<file path="src/rtl/ram_window_xlat_pkg.sv">
package ram_window_xlat_pkg;

  typedef enum logic [1:0] {
    RGN_PLAIN = 2'b00,
    RGN_RAM   = 2'b01,
    RGN_FLASH = 2'b10
  } region_e;

endpackage

</file>
<file path="src/rtl/xlat_page_reg.sv">
module xlat_page_reg #(
  parameter int            PG_W    = 8,
  parameter logic [PG_W-1:0] RST_VAL = 8'hFD
) (
  input  logic            clk,
  input  logic            rst_n,
  input  logic            wr_en,
  input  logic [PG_W-1:0] wdata,
  output logic [PG_W-1:0] page_q
);

  logic [PG_W-1:0] page_d;

  // next-state: the clock enable is the write strobe
  always_comb begin
    page_d = page_q;
    if (wr_en) begin
      page_d = wdata;
    end
  end

  always_ff @(posedge clk or negedge rst_n) begin
    if (!rst_n) begin
      page_q <= RST_VAL;
    end else begin
      page_q <= page_d;
    end
  end

endmodule

</file>
<file path="src/rtl/xlat_window_decode.sv">
module xlat_window_decode #(
  parameter int              LA_W          = 16,
  parameter int              RAM_WIN_AW    = 12,
  parameter int              FLASH_WIN_AW  = 14,
  parameter logic [LA_W-1:0] RAM_WIN_BASE  = 16'h1000,
  parameter logic [LA_W-1:0] FLASH_LO_BASE = 16'h4000,
  parameter logic [LA_W-1:0] FLASH_HI_BASE = 16'hC000,
  parameter bit              LO_FLASH_EN   = 1'b1,
  localparam int             RTAG_W        = LA_W - RAM_WIN_AW,
  localparam int             FTAG_W        = LA_W - FLASH_WIN_AW
) (
  input  logic [RTAG_W-1:0] addr_tag,
  input  logic              rom_hi_map,
  output logic              hit_ram,
  output logic              hit_flash_lo,
  output logic              hit_flash_hi
);

  localparam logic [RTAG_W-1:0] RAM_TAG = RAM_WIN_BASE[LA_W-1:RAM_WIN_AW];
  localparam logic [FTAG_W-1:0] FHI_TAG = FLASH_HI_BASE[LA_W-1:FLASH_WIN_AW];
  localparam logic [FTAG_W-1:0] FLO_TAG = FLASH_LO_BASE[LA_W-1:FLASH_WIN_AW];

  // the flash slices are coarser than the RAM window: their tag is the top of the RAM tag
  logic [FTAG_W-1:0] ftag;
  assign ftag = addr_tag[RTAG_W-1:RTAG_W-FTAG_W];

  assign hit_ram      = (addr_tag == RAM_TAG);
  assign hit_flash_hi = (ftag == FHI_TAG);

  generate
    if (LO_FLASH_EN) begin : g_lo_flash
      assign hit_flash_lo = (ftag == FLO_TAG) && !rom_hi_map;
    end else begin : g_no_lo_flash
      assign hit_flash_lo = 1'b0;
    end
  endgenerate

endmodule

</file>
<file path="src/rtl/xlat_addr_compose.sv">
module xlat_addr_compose
  import ram_window_xlat_pkg::*;
#(
  parameter int              LA_W          = 16,
  parameter int              GA_W          = 23,
  parameter int              PG_W          = 8,
  parameter int              RAM_WIN_AW    = 12,
  parameter int              FLASH_WIN_AW  = 14,
  parameter logic [PG_W-1:0] FLASH_LO_PAGE = 8'hFD,
  parameter logic [PG_W-1:0] FLASH_HI_PAGE = 8'hFF,
  localparam int             RAM_PAD_W     = GA_W - PG_W - RAM_WIN_AW,
  localparam int             FL_PAD_W      = GA_W - PG_W - FLASH_WIN_AW,
  localparam int             PL_PAD_W      = GA_W - LA_W
) (
  input  logic [LA_W-1:0] loc_addr,
  input  logic            loc_wr,
  input  logic [PG_W-1:0] page_q,
  input  logic            hit_ram,
  input  logic            hit_flash_lo,
  input  logic            hit_flash_hi,
  output logic [GA_W-1:0] glb_addr,
  output region_e         region,
  output logic            reg_alias_wr
);

  logic [GA_W-1:0] ram_ga;
  logic [GA_W-1:0] flo_ga;
  logic [GA_W-1:0] fhi_ga;
  logic [GA_W-1:0] pl_ga;

  assign ram_ga = {{RAM_PAD_W{1'b0}}, page_q, loc_addr[RAM_WIN_AW-1:0]};
  assign flo_ga = {{FL_PAD_W{1'b1}}, FLASH_LO_PAGE, loc_addr[FLASH_WIN_AW-1:0]};
  assign fhi_ga = {{FL_PAD_W{1'b1}}, FLASH_HI_PAGE, loc_addr[FLASH_WIN_AW-1:0]};
  assign pl_ga  = {{PL_PAD_W{1'b0}}, loc_addr};

  always_comb begin
    glb_addr = pl_ga;
    region   = RGN_PLAIN;
    if (hit_ram) begin
      glb_addr = ram_ga;
      region   = RGN_RAM;
    end else if (hit_flash_hi) begin
      glb_addr = fhi_ga;
      region   = RGN_FLASH;
    end else if (hit_flash_lo) begin
      glb_addr = flo_ga;
      region   = RGN_FLASH;
    end
  end

  // page 0 of RAM shares its global location with the register space
  assign reg_alias_wr = hit_ram && (page_q == '0) && loc_wr;

endmodule

</file>
<file path="src/rtl/ram_window_xlat.sv">
module ram_window_xlat
  import ram_window_xlat_pkg::*;
#(
  parameter int              LA_W          = 16,
  parameter int              GA_W          = 23,
  parameter int              PG_W          = 8,
  parameter int              RAM_WIN_AW    = 12,
  parameter int              FLASH_WIN_AW  = 14,
  parameter logic [LA_W-1:0] RAM_WIN_BASE  = 16'h1000,
  parameter logic [LA_W-1:0] FLASH_LO_BASE = 16'h4000,
  parameter logic [LA_W-1:0] FLASH_HI_BASE = 16'hC000,
  parameter logic [PG_W-1:0] FLASH_LO_PAGE = 8'hFD,
  parameter logic [PG_W-1:0] FLASH_HI_PAGE = 8'hFF,
  parameter logic [PG_W-1:0] PAGE_RST      = 8'hFD,
  parameter bit              LO_FLASH_EN   = 1'b1
) (
  input  logic            clk,
  input  logic            rst_n,
  input  logic            cfg_we,
  input  logic [PG_W-1:0] cfg_wdata,
  output logic [PG_W-1:0] cfg_rdata,
  input  logic            rom_hi_map,
  input  logic [LA_W-1:0] loc_addr,
  input  logic            loc_wr,
  output logic [GA_W-1:0] glb_addr,
  output logic [1:0]      region,
  output logic            reg_alias_wr
);

  localparam int RTAG_W = LA_W - RAM_WIN_AW;

  logic [PG_W-1:0] page_q;
  logic            hit_ram;
  logic            hit_flash_lo;
  logic            hit_flash_hi;
  region_e         region_int;

  xlat_page_reg #(
    .PG_W    (PG_W),
    .RST_VAL (PAGE_RST)
  ) u_page (
    .clk    (clk),
    .rst_n  (rst_n),
    .wr_en  (cfg_we),
    .wdata  (cfg_wdata),
    .page_q (page_q)
  );

  xlat_window_decode #(
    .LA_W          (LA_W),
    .RAM_WIN_AW    (RAM_WIN_AW),
    .FLASH_WIN_AW  (FLASH_WIN_AW),
    .RAM_WIN_BASE  (RAM_WIN_BASE),
    .FLASH_LO_BASE (FLASH_LO_BASE),
    .FLASH_HI_BASE (FLASH_HI_BASE),
    .LO_FLASH_EN   (LO_FLASH_EN)
  ) u_dec (
    .addr_tag     (loc_addr[LA_W-1:LA_W-RTAG_W]),
    .rom_hi_map   (rom_hi_map),
    .hit_ram      (hit_ram),
    .hit_flash_lo (hit_flash_lo),
    .hit_flash_hi (hit_flash_hi)
  );

  xlat_addr_compose #(
    .LA_W          (LA_W),
    .GA_W          (GA_W),
    .PG_W          (PG_W),
    .RAM_WIN_AW    (RAM_WIN_AW),
    .FLASH_WIN_AW  (FLASH_WIN_AW),
    .FLASH_LO_PAGE (FLASH_LO_PAGE),
    .FLASH_HI_PAGE (FLASH_HI_PAGE)
  ) u_cmp (
    .loc_addr     (loc_addr),
    .loc_wr       (loc_wr),
    .page_q       (page_q),
    .hit_ram      (hit_ram),
    .hit_flash_lo (hit_flash_lo),
    .hit_flash_hi (hit_flash_hi),
    .glb_addr     (glb_addr),
    .region       (region_int),
    .reg_alias_wr (reg_alias_wr)
  );

  assign cfg_rdata = page_q;
  assign region    = region_int;

endmodule

</file>
<file path="config.mk">
export PLATFORM = sky130hd
export DESIGN_NAME = ram_window_xlat
export DESIGN_NICKNAME = d
export VERILOG_FILES = /design/src/rtl/ram_window_xlat_pkg.sv /design/src/rtl/xlat_page_reg.sv /design/src/rtl/xlat_window_decode.sv /design/src/rtl/xlat_addr_compose.sv /design/src/rtl/ram_window_xlat.sv
export SDC_FILE = /design/constraint.sdc
export NUM_CORES = 1
export LEC_CHECK = 0
export ABC_AREA = 1
export BUFFER_PORTS_ARGS = -buffer_cell sky130_fd_sc_hd__buf_4
export CAP_MARGIN = 15
export CORE_ASPECT_RATIO = 0.9
export CORE_UTILIZATION = 31
export DETAILED_ROUTE_END_ITERATION = 10
export PLACE_DENSITY = 0.84
export SKIP_CTS_REPAIR_TIMING = 1
export SLEW_MARGIN = 30
export SYNTH_ARGS = -nofsm -noshare
export SYNTH_HDL_FRONTEND = slang
export SYNTH_SLANG_ARGS = --single-unit
</file>
<file path="constraint.sdc">
create_clock -name clk -period 0.96 [get_ports clk]
set_clock_uncertainty 0.2 [all_clocks]
set_input_delay 0.096 -clock clk [delete_from_list [all_inputs] [get_ports clk]]
set_output_delay 0.096 -clock clk [all_outputs]
set_load 0.005 [all_outputs]
</file>
# Word level (Yosys, flattened, before mapping)
# Index checks and enable logic that the tools add are counted.
# word_totals
rom_bits	0
memories	0
ff_bits	8
out_inout_bits	34
input_bits	29
ramBits	0
latchBits	0
# classes
div_mod_pow	0
magnitude_cmp	0
muxes	6
bitwise	0
n_eq_ne	3
n_reduce_logical	5
n_mul	0
n_addsub	0
shift	0
# op_table
cell	count
two-way mux 23 bit	3
zero test 8 bit	1
two-way mux 2 bit	3
equality test 4 x 1 -> 1 bit (second input constant)	1
logical AND 1 bit	3
equality test 2 x 1 -> 1 bit (second input constant)	1
equality test 2 bit (second input constant)	1
zero test 1 bit	1

# Depth between registers and ports, before layout
# Gate-level depths: netlist of run 1.
# depth
ltp_word	5
ltp_mapped	5

# Cells and area by module
# Synthesis of run 1 repeated with hierarchy kept, for this count alone.
# hier_totals
hier_cells	96
area_unflattened_um2	650.6
# modules_own_cells
mod	area_each_um2	seq_area_each_um2	instances	cells_per_inst
xlat_page_reg	314.1	209.0	1	34
xlat_addr_compose	296.5	0.0	1	52
xlat_window_decode	40.0	0.0	1	10

# Worst setup path after synthesis of run 1
# OpenSTA, ideal clock, no wires.
# synth_path
path_kind	flip-flop to output port
from	register u_page.page_q[1]
to	output port reg_alias_wr
path_slack_ns	-0.118
stages_incl_launch_ff	6
arrival_ns	0.782
path_buffers	0
cell_sequence	dfrtp_1 inv_1 nand2_1 nor2_1 nand2_4 nor2_2
# synth_via
elab_chain_cells	3
# synth_rtl
item	line	source
start: declaration	xlat_page_reg.sv:9	output logic [PG_W-1:0] page_q
start signal: assignment	xlat_page_reg.sv:26	page_q <= page_d;
zero test 8 bit	xlat_addr_compose.sv:52	assign reg_alias_wr = hit_ram && (page_q == '0) && loc_wr;
logical AND 1 bit (2 in a row)	xlat_addr_compose.sv:52	
end: declaration	ram_window_xlat.sv:27	output logic reg_alias_wr
# Every way passes these cells.

# Worst setup path in the final report of run 1
# layout_path
from	register u_page.page_q[0]
to	output port reg_alias_wr
# Same word-level chain as after synthesis.

==> results of run 1 <==
## stage by stage
step	setup TNS, ns	hold slack, ns	cell area (sq um)
6_report	-7.018	-0.09246	1240
5_1_grt	-7.983	-0.07182	1240
4_1_cts	-6.709	-0.5513	900.9
3_5_place_dp	-2.363	-0.2812	874.6
3_3_place_gp	-2.098	-0.2847	874.6
2_1_floorplan	-0.1508	-0.3996	604.3
## per-layer routing
metal	part of all wire, %	vias up
met5	0	-
met4	0	0
met3	6.2	0
met2	53	36
met1	40	323
li1	-	362
## final timing paths
path	to	from	slack, ns	cells after the start
setup / recovery	reg_alias_wr	u_page.page_q[0]	-0.50	6
hold / removal	u_page.page_q[0]	cfg_we	-0.09	2
setup reg to reg	u_page.page_q[7]	u_page.page_q[7]	-0.22	4
hold reg to reg	u_page.page_q[2]	u_page.page_q[2]	0.37	3
max in group asynchronous	u_page.page_q[4]	rst_n	0.34	2
min in group asynchronous	u_page.page_q[1]	rst_n	0	2
## worst max-delay path, delay by kind of cell, from the launching register on
kind / cells / cell delay, ns
DFF: 1 / 0.54
buffers and inverters: 2 / 0.17
and+or+nand+nor: 4 / 0.19
## cells in the final DEF, fill, tap and decap left out, drive strengths merged
master       netlist  layout
buf               16      55
clkbuf             0       4
dfrtp              1       1
dfstp              7       7
dlygate4sd3        0      21
inv               14      14
nand2             29      29
nand3              1       1
nor2               6       6
o21a               1       1
o21ai              8       8
## cell type report
type / count / area share [%]
Inverter: 14 / 4.238
Sequential cell: 8 / 16.85
Multi-Input combinational cell: 45 / 19.88
Timing Repair Buffer: 76 / 54.49
Tap cell: 24 / 2.422
Clock buffer: 4 / 2.119
## kinds of logic after synthesis
kind of cell | Yosys count | synth area share (%)
AO/OA/AOI/OAI | 9 | 7.901
buffers and inverters | 30 | 28.69
flip-flops | 8 | 34.72
AND/OR/NAND/NOR | 36 | 28.69
## power by group through the flow
stage               registers (mW)  logic (mW)  clock network, mW
floorplan                    0.422       0.149                  0
global placement             0.415       0.321                  0
detailed placement           0.418       0.328                  0
CTS                          0.414       0.329              0.279
global route                 0.424       0.551              0.295
finish                       0.420       0.512              0.275
==> impl_metrics.toml, run 1 <==
[synthesis]
synth_area_leader_cell = "dfstp_2"
synth_top_area_share_pct = 30.56
async_reset_ff_share_pct = 100.0
yosys-top-cells-area = "dfstp_2, buf_4, nand2_1"
syn-num-nets = 112
yosysSeqAreaShare_pct = 34.72
synth-edff-count = 0
ys_types = 14
yosysWarnings = 0
netlist_area_sq_um = 601.8
synthFlopType = "dfstp_2"
syn_inst = 83
synthTopCellsByCount = "nand2_1, buf_4, inv_1, o21ai_0, dfstp_2"
ys_seq_elements = 8
synth.most_common_cell = "nand2_1"
synth_area_per_cell_sq_um = 7.251

[final_layout]
largest_reg_flops = 8
drive_above_1_share_pct = 59.86
nFillCells = 119
top_register = "u_page.page_q"
final_cells = 171
regArea_sq_um = 209.0
diodes = 0
fin_nets = 177
multi_input_area_sq_um = 246.5
reg_top3 = "u_page.page_q (8)"
postLayoutCoreUtil_pct = 70.79
area_growth_pct = 106.0

[floorplan]
rows = 14
die_y_microns = 43.80
die_w_microns = 48.45
io_pins = 63
start_util_pct = 34.36
core_sq_um = 1752
dieArea_sq_um = 2122

[sta]
setup_viol = 25
hold_viol = 8
maxSlewHeadroom_pct = 88.87
fin_crit_sh_pct = 151.9
worst_slack_ns = -0.4981
grt_setup_unrepaired = "yes"
hold_slack_ns = -0.09246
drv_slew = 0
worst_slew_pin_slew_ns = 0.1669
fmax_mhz = 685.8
fin_crit_ns = 1.458

[critical_path]
worst_setup_path_end_kind = "primary output"
crit_path_max_fanout = 3
path_class = "flip-flop to primary output"
path_cells = "inv_2, nand2_2, nor2_4, nand2_4, nor2_2, buf_4"
arrival_ns = 1.16
cp_data_required_time_ns = 0.66
start_kind = "flip-flop"
slowest_delay_ns = 0.54
cp_slowest_cell = "dfstp_2"

[global_routing]
grt_pass1_wl_microns = 2035
gr-usage-all-layers_pct = 12.51
use_met1_pct = 13.92
grt_util_met3_pct = 3.158
grt_pass1_vias = 474
grt_overflow = 0
antenna_found_initial = 0
grt_start_max_net_pins = 17
top_usage_layer = "met2"
global_route.usage.met2_pct = 22.82

[power]
ir_worst_vdd_mv = 0.7944
switching_power_mw = 0.3384
clkPwrFrac_pct = 22.8
pwr-share-comb_pct = 42.4
p_total_mw = 1.207
p_seq_share_pct = 34.8
sw_frac_of_total_pct = 28.03
p_leak_nw = 0.6639
power.internal_mw = 0.8689
p_per_area_nw_per_um2 = 973.7

[route]
routedWlPerCell_microns = 11.40
ant_nets = 0
vias = 721
via_per_inst = 4.216
drt_wl_total_microns = 1950
first_iter_violations = 12
drcViolationCount = 0
dr.pass1.iters = 4

[run]
drv_cap = 0

[clocking]
insertion_delay_ns = 0.25
cts_root_buf = "clkbuf_4"
cts_made_buffers = 3
cts_tree = "done"
cts-htree-levels = 1
clk_pin_slew_ns = 0.06
cts_buffer_depth = 2
clock_sinks = 8

[place]
gp_congestion = 0.6498
dp.cells = 139
dp_hpwl_microns = 1086
port_buffers = 38
place_ws_ns = -0.2175

[outcome]
violations = "negative hold slack, negative setup slack"
outcome = "complete, but fails checks"

[worst_hold_path]
hp-class = "input port to flip-flop"
(Power assumes the default switching activity.)
==> inputs of run 2 (changes only) <==
- ABC_AREA: 1 -> not set
- CORE_UTILIZATION: 31 -> 29
- PLACE_DENSITY: 0.84 -> 0.83
==> run 2 against run 1 <==
Compared with the run above:
- the run still ends with negative hold slack, negative setup slack left
- sequential power is 1% higher
- highest routed layer is now met4
- fmax fell by 1.8%
- clock power is essentially flat
- flip-flop and latch count stayed put
- critical endpoint unchanged
- non-clock buffer count decreased by 6
- register-to-register slack about the same
- combinational power up 4.7%
- setup slack got worse by 0.026 ns
- sequential share of layout area fell by 0.12 points
==> impl_metrics.toml, run 2 <==
[outcome]
outcome = "complete, but fails checks"
violations = "negative hold slack, negative setup slack"

[route]
vias = 589
via_per_inst = 4.496
drt_wl_total_microns = 1681
dr.pass1.iters = 1
routedWlPerCell_microns = 12.83
drcViolationCount = 0
ant_nets = 0
first_iter_violations = 0

[final_layout]
top_register = "u_page.page_q"
area_growth_pct = 125.3
reg_top3 = "u_page.page_q (8)"
postLayoutCoreUtil_pct = 72.01
largest_reg_flops = 8
layout_commonest_cell = "buf_4"
design_area_sq_um = 1249
fin_nets = 137
final_cell_mix = "buf_4, buf_6, dlygate4sd3_1"
drive_above_1_share_pct = 81.31
diodes = 0

[sta]
hold_viol = 9
drv_slew = 0
fin_crit_sh_pct = 154.6
worst_slew_pin_slew_ns = 0.2913
maxSlewHeadroom_pct = 80.50
hold_slack_ns = -0.1308
grt_setup_unrepaired = "yes"
fin_crit_ns = 1.484
setup_viol = 30
worst_slack_ns = -0.5243
fmax_mhz = 673.7

[place]
gp_congestion = 0.6593
place_area_sq_um = 872.1
place_ws_ns = -0.3304
dp_hpwl_microns = 1176
port_buffers = 38

[power]
p_per_area_nw_per_um2 = 989.4
ir_worst_vdd_mv = 0.8721
p_total_mw = 1.235
p_leak_nw = 0.5828

[clocking]
cts_tree = "done"
insertion_delay_ns = 0.26
cts-htree-levels = 1
cts_made_buffers = 3
cts_buffer_depth = 2
clock_sinks = 8
cts_root_buf = "clkbuf_4"
clk_pin_slew_ns = 0.06

[floorplan]
dieArea_sq_um = 2091
rows = 14
start_util_pct = 31.96
core_sq_um = 1734
io_pins = 63
die_w_microns = 48.09
die_y_microns = 43.48

[synthesis]
synthTopCellsByCount = "buf_4, mux2_2, dfstp_2, o2bb2ai_1, nor2_1"
synth_top_area_share_pct = 33.18
synth-edff-count = 0
yosysWarnings = 0
yosys-top-cells-area = "dfstp_2, buf_4, mux2_2"
async_reset_ff_share_pct = 100.0
syn_inst = 49
yosysSeqAreaShare_pct = 37.70
ys_seq_elements = 8
synthFlopType = "dfstp_2"
netlist_area_sq_um = 554.3
synth.most_common_cell = "buf_4"
synth_area_leader_cell = "dfstp_2"
synth_area_per_cell_sq_um = 11.31
ys_types = 16
syn-num-nets = 78

[global_routing]
grt_pass1_wl_microns = 2118
antenna_found_initial = 0
grt_start_max_net_pins = 9
grt_pass1_vias = 516
grt_overflow = 0
gr-usage-all-layers_pct = 14.63

[critical_path]
path_delay_family = "simple AND/OR/NAND/NOR gates"
path_cells = "nor4b_2, and4_1, buf_4"
cp_slowest_cell = "dfstp_2"
start_kind = "flip-flop"
path_class = "flip-flop to primary output"
cp_data_required_time_ns = 0.66
crit_path_max_fanout = 2
worst_setup_path_end_kind = "primary output"
slowest_delay_ns = 0.37
cp.buffers_inverters = 1
arrival_ns = 1.19

[worst_hold_path]
hp-class = "input port to flip-flop"

[run]
drv_cap = 0
==> run 2: cell types whose count changed in the layout (fill, tap and decap cells not counted), moves of 4 or more <==
cell / previous run / this run
buf_6: 14 / 24
o21ai_1: 5 / 0
mux2_4: 0 / 4
mux2_2: 0 / 4
dlygate4sd3_1: 21 / 13
nand2_2: 4 / 0
buf_4: 41 / 31
nand2_1: 23 / 0
inv_2: 11 / 0
==> run 2: worst reg2reg max path: stages, from the launching register on <==
cell     delay [ns]
dfrtp_1        0.40
buf_6          0.13
buf_6          0.11
mux2_2         0.25
==> run 2: final timing paths <==
path / slack [ns] / depth (start not counted) / from / to
min in group asynchronous: -0.02 / 2 / rst_n / u_page.page_q[1]
min: -0.13 / 2 / cfg_wdata[1] / u_page.page_q[1]
max: -0.52 / 3 / u_page.page_q[2] / reg_alias_wr
max reg2reg: -0.23 / 3 / u_page.page_q[1] / u_page.page_q[1]
min reg2reg: 0.54 / 3 / u_page.page_q[1] / u_page.page_q[1]
max in group asynchronous: 0.37 / 2 / rst_n / u_page.page_q[5]
==> run 2: logic make-up (layout without fill, tap and decap cells) <==
logic type | count (synthesis) | in the layout | share of synthesized area (%)
buf+inv | 17 | 75 | 21.67
mux | 8 | 8 | 16.25
flops | 8 | 8 | 37.70
simple gates | 8 | 8 | 11.51
compound gates | 8 | 8 | 12.87
==> run 2: metrics by stage <==
stage               hold slack (ns)  setup TNS [ns]  cells
floorplan                   -0.3996         -0.3409     49
global placement            -0.2854          -3.908    110
detailed placement          -0.2858          -4.092    110
CTS                         -0.5691          -7.991    114
global route                -0.1379          -9.126    131
finish                      -0.1308          -8.121    131
==> run 2: report_power, final <==
part / internal, mW / switching, mW
clock network: 0.159 / 0.116
registers: 0.395 / 0.0298
logic: 0.363 / 0.172
==> run 2: metal layers <==
layer	up-vias	GRT usage, %	part of all wire [%]
met5	-	0	0
li1	278	-	-
met4	0	10.00	1.8
met2	39	24.59	59
met3	3	2.083	6.1
met1	269	16.40	33
==> run 2: layout make-up <==
type / instances / area, sq um
multi-input cells: 24 / 312.8
flip-flops and latches: 8 / 209.0
repair buffers: 70 / 663.1
fillers: 112 / 485.5
inverters: 1 / 7.507
clock buffers: 4 / 26.28
well taps: 24 / 30.03
